`config.mk`:
```
export PLATFORM = sky130hd
export DESIGN_NAME = clb_cell
export DESIGN_NICKNAME = d
export VERILOG_FILES = /design/src/rtl/clb_pkg.sv /design/src/rtl/clb_lut_ram.sv /design/src/rtl/clb_hlut.sv /design/src/rtl/clb_out_ff.sv /design/src/rtl/clb_cell.sv
export SDC_FILE = /design/constraint.sdc
export NUM_CORES = 1
export LEC_CHECK = 0
export BUFFER_PORTS_ARGS = -buffer_cell sky130_fd_sc_hd__clkbuf_2
export CORE_UTILIZATION = 55
export CTS_CLUSTER_SIZE = 20
export DETAILED_ROUTE_END_ITERATION = 12
export GPL_TIMING_DRIVEN = 0
export PLACE_DENSITY = 0.83
export SLEW_MARGIN = 20
export SYNTH_ARGS = -nofsm -noshare
export SYNTH_HDL_FRONTEND = slang
export SYNTH_SLANG_ARGS = --single-unit
```
`constraint.sdc`:
```
create_clock -name clk -period 6.4 [get_ports clk]
set_input_delay 1.6 -clock clk [delete_from_list [all_inputs] [get_ports clk]]
set_output_delay 1.6 -clock clk [all_outputs]
set_load 0.01 [all_outputs]
```
`src/rtl/clb_pkg.sv`:
```
package clb_pkg;
    localparam int LUT_IN = 4;
    localparam int H_IN   = 3;
    localparam int N_FF   = 2;

    typedef enum logic [1:0] {
        SRC_F   = 2'd0,
        SRC_G   = 2'd1,
        SRC_H   = 2'd2,
        SRC_DIN = 2'd3
    } ff_src_e;

    typedef struct packed {
        logic f;
        logic g;
        logic h;
        logic din;
    } gen_vals_t;
endpackage

```
`src/rtl/clb_lut_ram.sv`:
```
module clb_lut_ram #(
    parameter int N_IN = 4,
    parameter logic [(2**N_IN)-1:0] INIT = '0
) (
    input  logic            clk,
    input  logic            rst_n,
    input  logic [N_IN-1:0] addr_i,
    input  logic            we_i,
    input  logic            wdata_i,
    output logic            rdata_o
);
    localparam int DEPTH = 2**N_IN;

    logic [DEPTH-1:0] tab_d, tab_q;

    always_comb begin
        tab_d = tab_q;
        if (we_i) begin
            tab_d[addr_i] = wdata_i;
        end
    end

    always_ff @(posedge clk or negedge rst_n) begin
        if (!rst_n) begin
            tab_q <= INIT;
        end else begin
            tab_q <= tab_d;
        end
    end

    assign rdata_o = tab_q[addr_i];

    // a write lands at the sampled address
    a_r9_write_lands: assert property (@(posedge clk) disable iff (!rst_n)
        we_i |=> tab_q[$past(addr_i)] == $past(wdata_i));

    // no write leaves every bit unchanged
    a_r11_no_write_hold: assert property (@(posedge clk) disable iff (!rst_n)
        !we_i |=> $stable(tab_q));
endmodule

```
`src/rtl/clb_hlut.sv`:
```
module clb_hlut #(
    parameter int N_SEL = 3
) (
    input  logic [(2**N_SEL)-1:0] tab_i,
    input  logic [N_SEL-1:0]      sel_i,
    output logic                  out_o
);
    always_comb begin
        out_o = tab_i[sel_i];
    end
endmodule

```
`src/rtl/clb_out_ff.sv`:
```
module clb_out_ff
    import clb_pkg::*;
(
    input  logic      clk,
    input  logic      rst_n,
    input  ff_src_e   src_i,
    input  gen_vals_t vals_i,
    input  logic      ce_i,
    input  logic      sr_i,
    input  logic      sr_set_i,
    output logic      q_o
);
    logic q_d, q_q;
    logic pick;

    always_comb begin
        unique case (src_i)
            SRC_F:   pick = vals_i.f;
            SRC_G:   pick = vals_i.g;
            SRC_H:   pick = vals_i.h;
            default: pick = vals_i.din;
        endcase
        q_d = q_q;
        if (sr_i) begin
            q_d = sr_set_i;
        end else if (ce_i) begin
            q_d = pick;
        end
    end

    always_ff @(posedge clk or negedge rst_n) begin
        if (!rst_n) begin
            q_q <= 1'b0;
        end else begin
            q_q <= q_d;
        end
    end

    assign q_o = q_q;

    // set/reset control wins over the clock enable
    a_r7_sr_set: assert property (@(posedge clk) disable iff (!rst_n)
        (sr_i && sr_set_i) |=> q_o);
    a_r7_sr_clear: assert property (@(posedge clk) disable iff (!rst_n)
        (sr_i && !sr_set_i) |=> !q_o);
    // disabled clock holds the value
    a_r6_ce_hold: assert property (@(posedge clk) disable iff (!rst_n)
        (!sr_i && !ce_i) |=> $stable(q_o));
endmodule

```
`src/rtl/clb_cell.sv`:
```
module clb_cell
    import clb_pkg::*;
#(
    parameter logic [(2**LUT_IN)-1:0] F_INIT = 16'h6996,
    parameter logic [(2**LUT_IN)-1:0] G_INIT = 16'h8000
) (
    input  logic        clk,
    input  logic        rst_n,
    input  logic [3:0]  f_in,
    input  logic [3:0]  g_in,
    input  logic        h1_in,
    input  logic        din,
    input  logic        we_f,
    input  logic        we_g,
    input  logic        ce_x,
    input  logic        ce_y,
    input  logic        sr_x,
    input  logic        sr_y,
    input  logic [7:0]  cfg_h_tab,
    input  logic [1:0]  cfg_dsel_x,
    input  logic [1:0]  cfg_dsel_y,
    input  logic        cfg_srset_x,
    input  logic        cfg_srset_y,
    input  logic        cfg_reg_x,
    input  logic        cfg_reg_y,
    input  logic        cfg_xcomb_h,
    input  logic        cfg_ycomb_h,
    output logic        x_out,
    output logic        y_out
);
    logic      f_val, g_val, h_val;
    gen_vals_t vals;
    logic [N_FF-1:0] q_v, ce_v, sr_v, srset_v;
    ff_src_e   src_v [N_FF];

    clb_lut_ram #(.N_IN(LUT_IN), .INIT(F_INIT)) u_flut (
        .clk(clk), .rst_n(rst_n), .addr_i(f_in), .we_i(we_f),
        .wdata_i(din), .rdata_o(f_val)
    );

    clb_lut_ram #(.N_IN(LUT_IN), .INIT(G_INIT)) u_glut (
        .clk(clk), .rst_n(rst_n), .addr_i(g_in), .we_i(we_g),
        .wdata_i(din), .rdata_o(g_val)
    );

    clb_hlut #(.N_SEL(H_IN)) u_hlut (
        .tab_i(cfg_h_tab), .sel_i({h1_in, g_val, f_val}), .out_o(h_val)
    );

    always_comb begin
        vals.f   = f_val;
        vals.g   = g_val;
        vals.h   = h_val;
        vals.din = din;
    end

    assign ce_v    = {ce_y, ce_x};
    assign sr_v    = {sr_y, sr_x};
    assign srset_v = {cfg_srset_y, cfg_srset_x};
    assign src_v[0] = ff_src_e'(cfg_dsel_x);
    assign src_v[1] = ff_src_e'(cfg_dsel_y);

    for (genvar i = 0; i < N_FF; i++) begin : g_ff
        clb_out_ff u_ff (
            .clk(clk), .rst_n(rst_n), .src_i(src_v[i]), .vals_i(vals),
            .ce_i(ce_v[i]), .sr_i(sr_v[i]), .sr_set_i(srset_v[i]),
            .q_o(q_v[i])
        );
    end

    always_comb begin
        if (cfg_reg_x) x_out = q_v[0];
        else           x_out = cfg_xcomb_h ? h_val : f_val;
        if (cfg_reg_y) y_out = q_v[1];
        else           y_out = cfg_ycomb_h ? h_val : g_val;
    end

    // with the register view on and the flip-flop idle, x_out holds
    a_r8_x_reg_hold: assert property (@(posedge clk) disable iff (!rst_n)
        (cfg_reg_x && !sr_x && !ce_x) |=> (!cfg_reg_x || $stable(x_out)));
    a_r8_y_reg_hold: assert property (@(posedge clk) disable iff (!rst_n)
        (cfg_reg_y && !sr_y && !ce_y) |=> (!cfg_reg_y || $stable(y_out)));
endmodule

```
-- Word level (Yosys, flattened, before mapping)
Cells that the tools add are included.
W data, S select, Z words.
- register bits: 34
- input bits: 36
- output and inout port bits: 2
- logic and storage cells: 41
- order comparisons: 5
- eq/ne operators: 4
- muxes and demuxes: 22
- reduce and logical (&&, ||, !) cells: 6
- operators by type and width (cell ; number):
    $bwmux W16 ; 2
    $mux W1 ; 13
    $lt A4 B5 Y1 const B ; 2
    $bmux W1 S4 ; 2
    $demux W1 S4 ; 2
    $ge A4 B1 Y1 const B ; 2
    $pmux W1 S3 ; 2
    $eq A2 B1 Y1 const B ; 2
    $eq A2 B2 Y1 const B ; 2
    $logic_not A2 Y1 ; 2
    $lt A3 B4 Y1 const B ; 1
    $reduce_bool A2 Y1 ; 2
    $bmux W1 S3 ; 1
    $logic_and A1 B1 Y1 ; 2

-- Longest topological paths before layout
- word-level depth: 7
- gate-level depth with buffers: 9
- mapped depth without buffers: 8

-- By module
A second synthesis with hierarchy kept.
- cells, all modules: 159
- area, all modules: 1966.9 um^2
- modules (own cells, without submodules) (module ; times used ; cells an instance ; area an instance (um^2) ; seq. area each (um^2)):
    clb_lut_ram (u_flut) ; 1 ; 71 ; 867.1 ; 410.4
    clb_lut_ram (u_glut) ; 1 ; 71 ; 858.3 ; 401.6
    clb_out_ff ; 2 ; 4 ; 70.1 ; 25.0
    clb_hlut ; 1 ; 3 ; 63.8 ; 0.0
    clb_cell ; 1 ; 6 ; 37.5 ; 0.0

-- Least setup slack after synthesis
No wires, ideal clock.
- path kind: input-to-output
- start: input f_in[0]
- end: output x_out
- data arrival time: 3637 ps
- data required time: 4800 ps
- setup slack: 1163 ps
- stages on the path: 9
- path buffers: 1
- cell sequence: buf_2 mux4_2 nor3b_1 a41o_1 a221oi_1 nor3_1 a211o_1 o21ai_2 o21ai_1
- word-level cells in the longest chain between the ends: 6
- ends and longest elaborated chain (item ; RTL line ; text):
    start, declared ; clb_cell.sv:9 ; input logic [3:0] f_in,
    $bmux W1 S4 * ; clb_lut_ram.sv:31 ; assign rdata_o = tab_q[addr_i];
    $mux W1 (implied by the code) * ; clb_lut_ram.sv:31 ;
    $bmux W1 S3 ; clb_hlut.sv:9 ; out_o = tab_i[sel_i];
    $mux W1 (implied by the code) ; clb_hlut.sv:9 ;
    $mux W1 * ; clb_cell.sv:73 ; else x_out = cfg_xcomb_h ? h_val : f_val;
    $mux W1 * ; clb_cell.sv:72 ; if (cfg_reg_x) x_out = q_v[0];
    end, declared ; clb_cell.sv:28 ; output logic x_out,
Mark *: on every way between the ends. The rest lies on a longest branch, timed or not. The select of a mux whose other input is x is not followed.

-- Final worst setup path
Same ends and word-level chain as after synthesis.

==> results.toml <==
[logic_synthesis]
netlist.area_leader.share = 0.290
ys.flop_type = "dfrtp_1"
syn_nets = 244
synth_cells = 208
synth_common_cells = "mux2_2 (37), nor2_1 (29), dfrtp_1 (25)"
synth_area_leader_cell = "dfrtp_1"
yosysMostFrequentCell = "mux2_2"
async_flop_share = 1.00
yosysWarnings = 0
synth_seq_cells = 34
yosys.cell_types.count = 28
synth_edf_count = 0
ys_top_cells_by_area = "dfrtp_1 (29%), mux2_2 (19%), dfstp_2 (11%)"
synth.cell_area_mm2 = 0.00216
syn_avg_cell_area_um2 = 10.4
ys_seq_area_frac = 0.400

[cts]
h-tree-depth = 2
cts_root_buffer = "clkbuf_8"
cts_setup_buffers = 0
clock_path_buffers = 2
cts_tree = "built"
cts_resized = 0
cts_sinks = 34
cts_buffers = 5
clk_pin_slew_ps = 60
holdBufCountCts = 0
clock_latency_ps = 280

[power]
internal_power_mw = 0.532
power.leakage_nw = 1.06
p_per_area_mw_per_mm2 = 284
p_switching_mw = 0.182
ir_drop_v = 0.000286
power_mw = 0.714
seqPwrFrac = 0.416
pwr-share-clk = 0.341
p_sw_frac = 0.255
combinationalPowerShare = 0.243

[worst_setup_path]
reg2reg_from = "u_flut.tab_q[10]$_DFFE_PN0P_"
ff2ff_path_depth = 8
cp_cell_sequence = "buf_2, mux4_2, nor3b_1, a41o_1, a221oi_1, nor3_1, a211o_1, o21ai_2, o21ai_1, clkbuf_2"
required_ps = 4800
cpPeakStageDelay_ps = 610
end_kind = "primary output"
r2r-end = "g_ff[1].u_ff.q_o$_DFFE_PN0P_"
worstSetupPathType = "in2out"
arrival_ps = 4000
worstSetupStartpointType = "input port"
critical-path-slowest-cell = "mux4_2"
crit_path_end = "x_out"
setup.worst_path.start = "f_in[0]"
cp_max_fo = 10
r2r_slack_ps = 3920

[drt]
routed_wl_um = 4610
vias = 1725
dr.pass1.iters = 4
antenna_left = 0
routed_via_density = 5.83
wl_per_cell_um = 15.6
drc = 0
drt_iter0_drc = 64

[sta]
rsz0062_at_grt = "false"
finalSetupTns_ps = 0
final_max_slew_viol_count = 0
fin_crit_sh = 0.875
tightest_slew_ps = 819
hold_viol_final = 0
setup_viol = 0
relSlewSlack = 0.454
finalCriticalPeriod_ps = 5600
fmax_mhz = 179
hold_slack_ps = 504
fin_skew_ps = 6.49

[finish]
stdcell_count = 296
fin_util = 0.678
drive_above_1_share = 0.387
fillCellCount = 290
antenna_cells = 0
areaGrowthSynthToFinish_pct = 16.8
nets = 283

[global_route]
antenna_found_initial = 0
grt_pass1_wl_um = 7870
first_global_vias = 1718
gr-total-overflow = 0
grt_max_degree = 35
grt_use_total = 0.250

[floorplan]
initial_core_util = 0.580
coreArea_mm2 = 0.00372
row_count = 22
die_h_um = 64.6
die_w_um = 64.6
die_area_mm2 = 0.00417
ios = 38

[hold_path]
hp-class = "reg2reg"
holdPathStages = 1

[place]
hpwl_um = 3150
place_inst = 288
port_buffers = 32
gp_congestion = 0.828

[run_status]
status = "completed"

[run]
maxCapViolations = 0
-- sequential cells by signal, summed over array words and instances (netlist names) --
signal	flops
u_flut.tab_q	16
u_glut.tab_q	16
g_ff.u_ff.q_o	2
-- per-layer routing --
metal | GRT usage | vias to the layer above | wire length [um]
met5 | 0 | - | 0
met4 | 0.106 | 0 | 94
met3 | 0.0651 | 11 | 189
met2 | 0.407 | 46 | 2260
met1 | 0.314 | 830 | 2070
li1 | - | 838 | -
-- logic make-up (layout without fill, tap and decap cells) --
| group | count (synthesis) | after routing | share of synthesized area |
|---|---|---|---|
| and+or+nand+nor | 84 | 84 | 0.200 |
| muxes | 49 | 49 | 0.284 |
| DFF | 34 | 34 | 0.400 |
| AOI/OAI and AO/OA | 27 | 27 | 0.0900 |
| buffers and inverters | 14 | 54 | 0.0261 |
-- stage by stage --
stage / instance area [um^2] / setup WS (ps)
global placement: 2380 / 831
CTS: 2520 / 802
floorplan: 2160 / 1160
finish: 2520 / 802
detailed placement: 2380 / 808
global route: 2520 / 643
-- placed cells by master (no fill, tap or decap) --
master     synthesis  layout
a2111oi_0          2       2
a211o_1            1       1
a211oi_1           1       1
a21oi_1            8       8
a221oi_1           5       5
a22o_1             2       2
a22oi_1            2       2
a41o_1             1       1
and3_1             1       1
buf_2              3       3
bufinv_16          0       2
clkbuf_1           9       9
clkbuf_2           0      32
clkbuf_8           0       6
dfrtp_1           25      25
dfstp_2            9       9
inv_1              2       2
mux2_2            37      37
mux2i_1            6       6
mux4_2             6       6
nand2_1            9       9
nand2b_1           5       5
nand3_1            7       7
nand3b_1           5       5
nor2_1            29      29
nor2b_1            9       9
nor3_1             8       8
nor3b_1           11      11
o21ai_1            2       2
o21ai_2            1       1
o21bai_1           2       2
-- power by group through the flow --
stage / Clock (mW) / Sequential (mW) / Combinational, mW
after floorplan: 0 / 0.292 / 0.129
after global placement: 0 / 0.297 / 0.166
after detailed placement: 0 / 0.299 / 0.172
after CTS: 0.247 / 0.297 / 0.174
after global routing: 0.259 / 0.303 / 0.189
final: 0.243 / 0.297 / 0.174
-- area by class of cell --
type	count	area, um^2	area share
buffer	12	48.8	0.0194
clock buffer	6	82.6	0.0328
clock inverter	2	60.1	0.0238
inverter	2	7.51	0.00298
multi-input combinational	160	1240	0.491
sequential	34	862	0.342
tap	48	60.1	0.0238
timing repair buffer	32	160	0.0636
-- worst min-delay path by stage --
stage | slack [ps] | end | startpoint
floorplan | 470 | u_flut.tab_q[12]$_DFFE_PN0P_ | u_flut.tab_q[12]$_DFFE_PN0P_
global placement | 490 | u_glut.tab_q[2]$_DFFE_PN0P_ | u_glut.tab_q[2]$_DFFE_PN0P_
detailed placement | 490 | u_flut.tab_q[10]$_DFFE_PN0P_ | u_flut.tab_q[10]$_DFFE_PN0P_
CTS | 510 | u_flut.tab_q[10]$_DFFE_PN0P_ | u_flut.tab_q[10]$_DFFE_PN0P_
global route | 520 | u_flut.tab_q[9]$_DFFE_PN0P_ | u_flut.tab_q[9]$_DFFE_PN0P_
finish | 500 | u_flut.tab_q[10]$_DFFE_PN0P_ | u_flut.tab_q[10]$_DFFE_PN0P_
-- critical path: cells and delay by family --
| family | cells | cell delay [ps] |
|---|---|---|
| and+or+nand+nor | 2 | 260 |
| muxes | 1 | 610 |
| AOI/OAI and AO/OA | 5 | 1200 |
| buffers and inverters | 2 | 320 |
(Power assumes the default switching activity.)
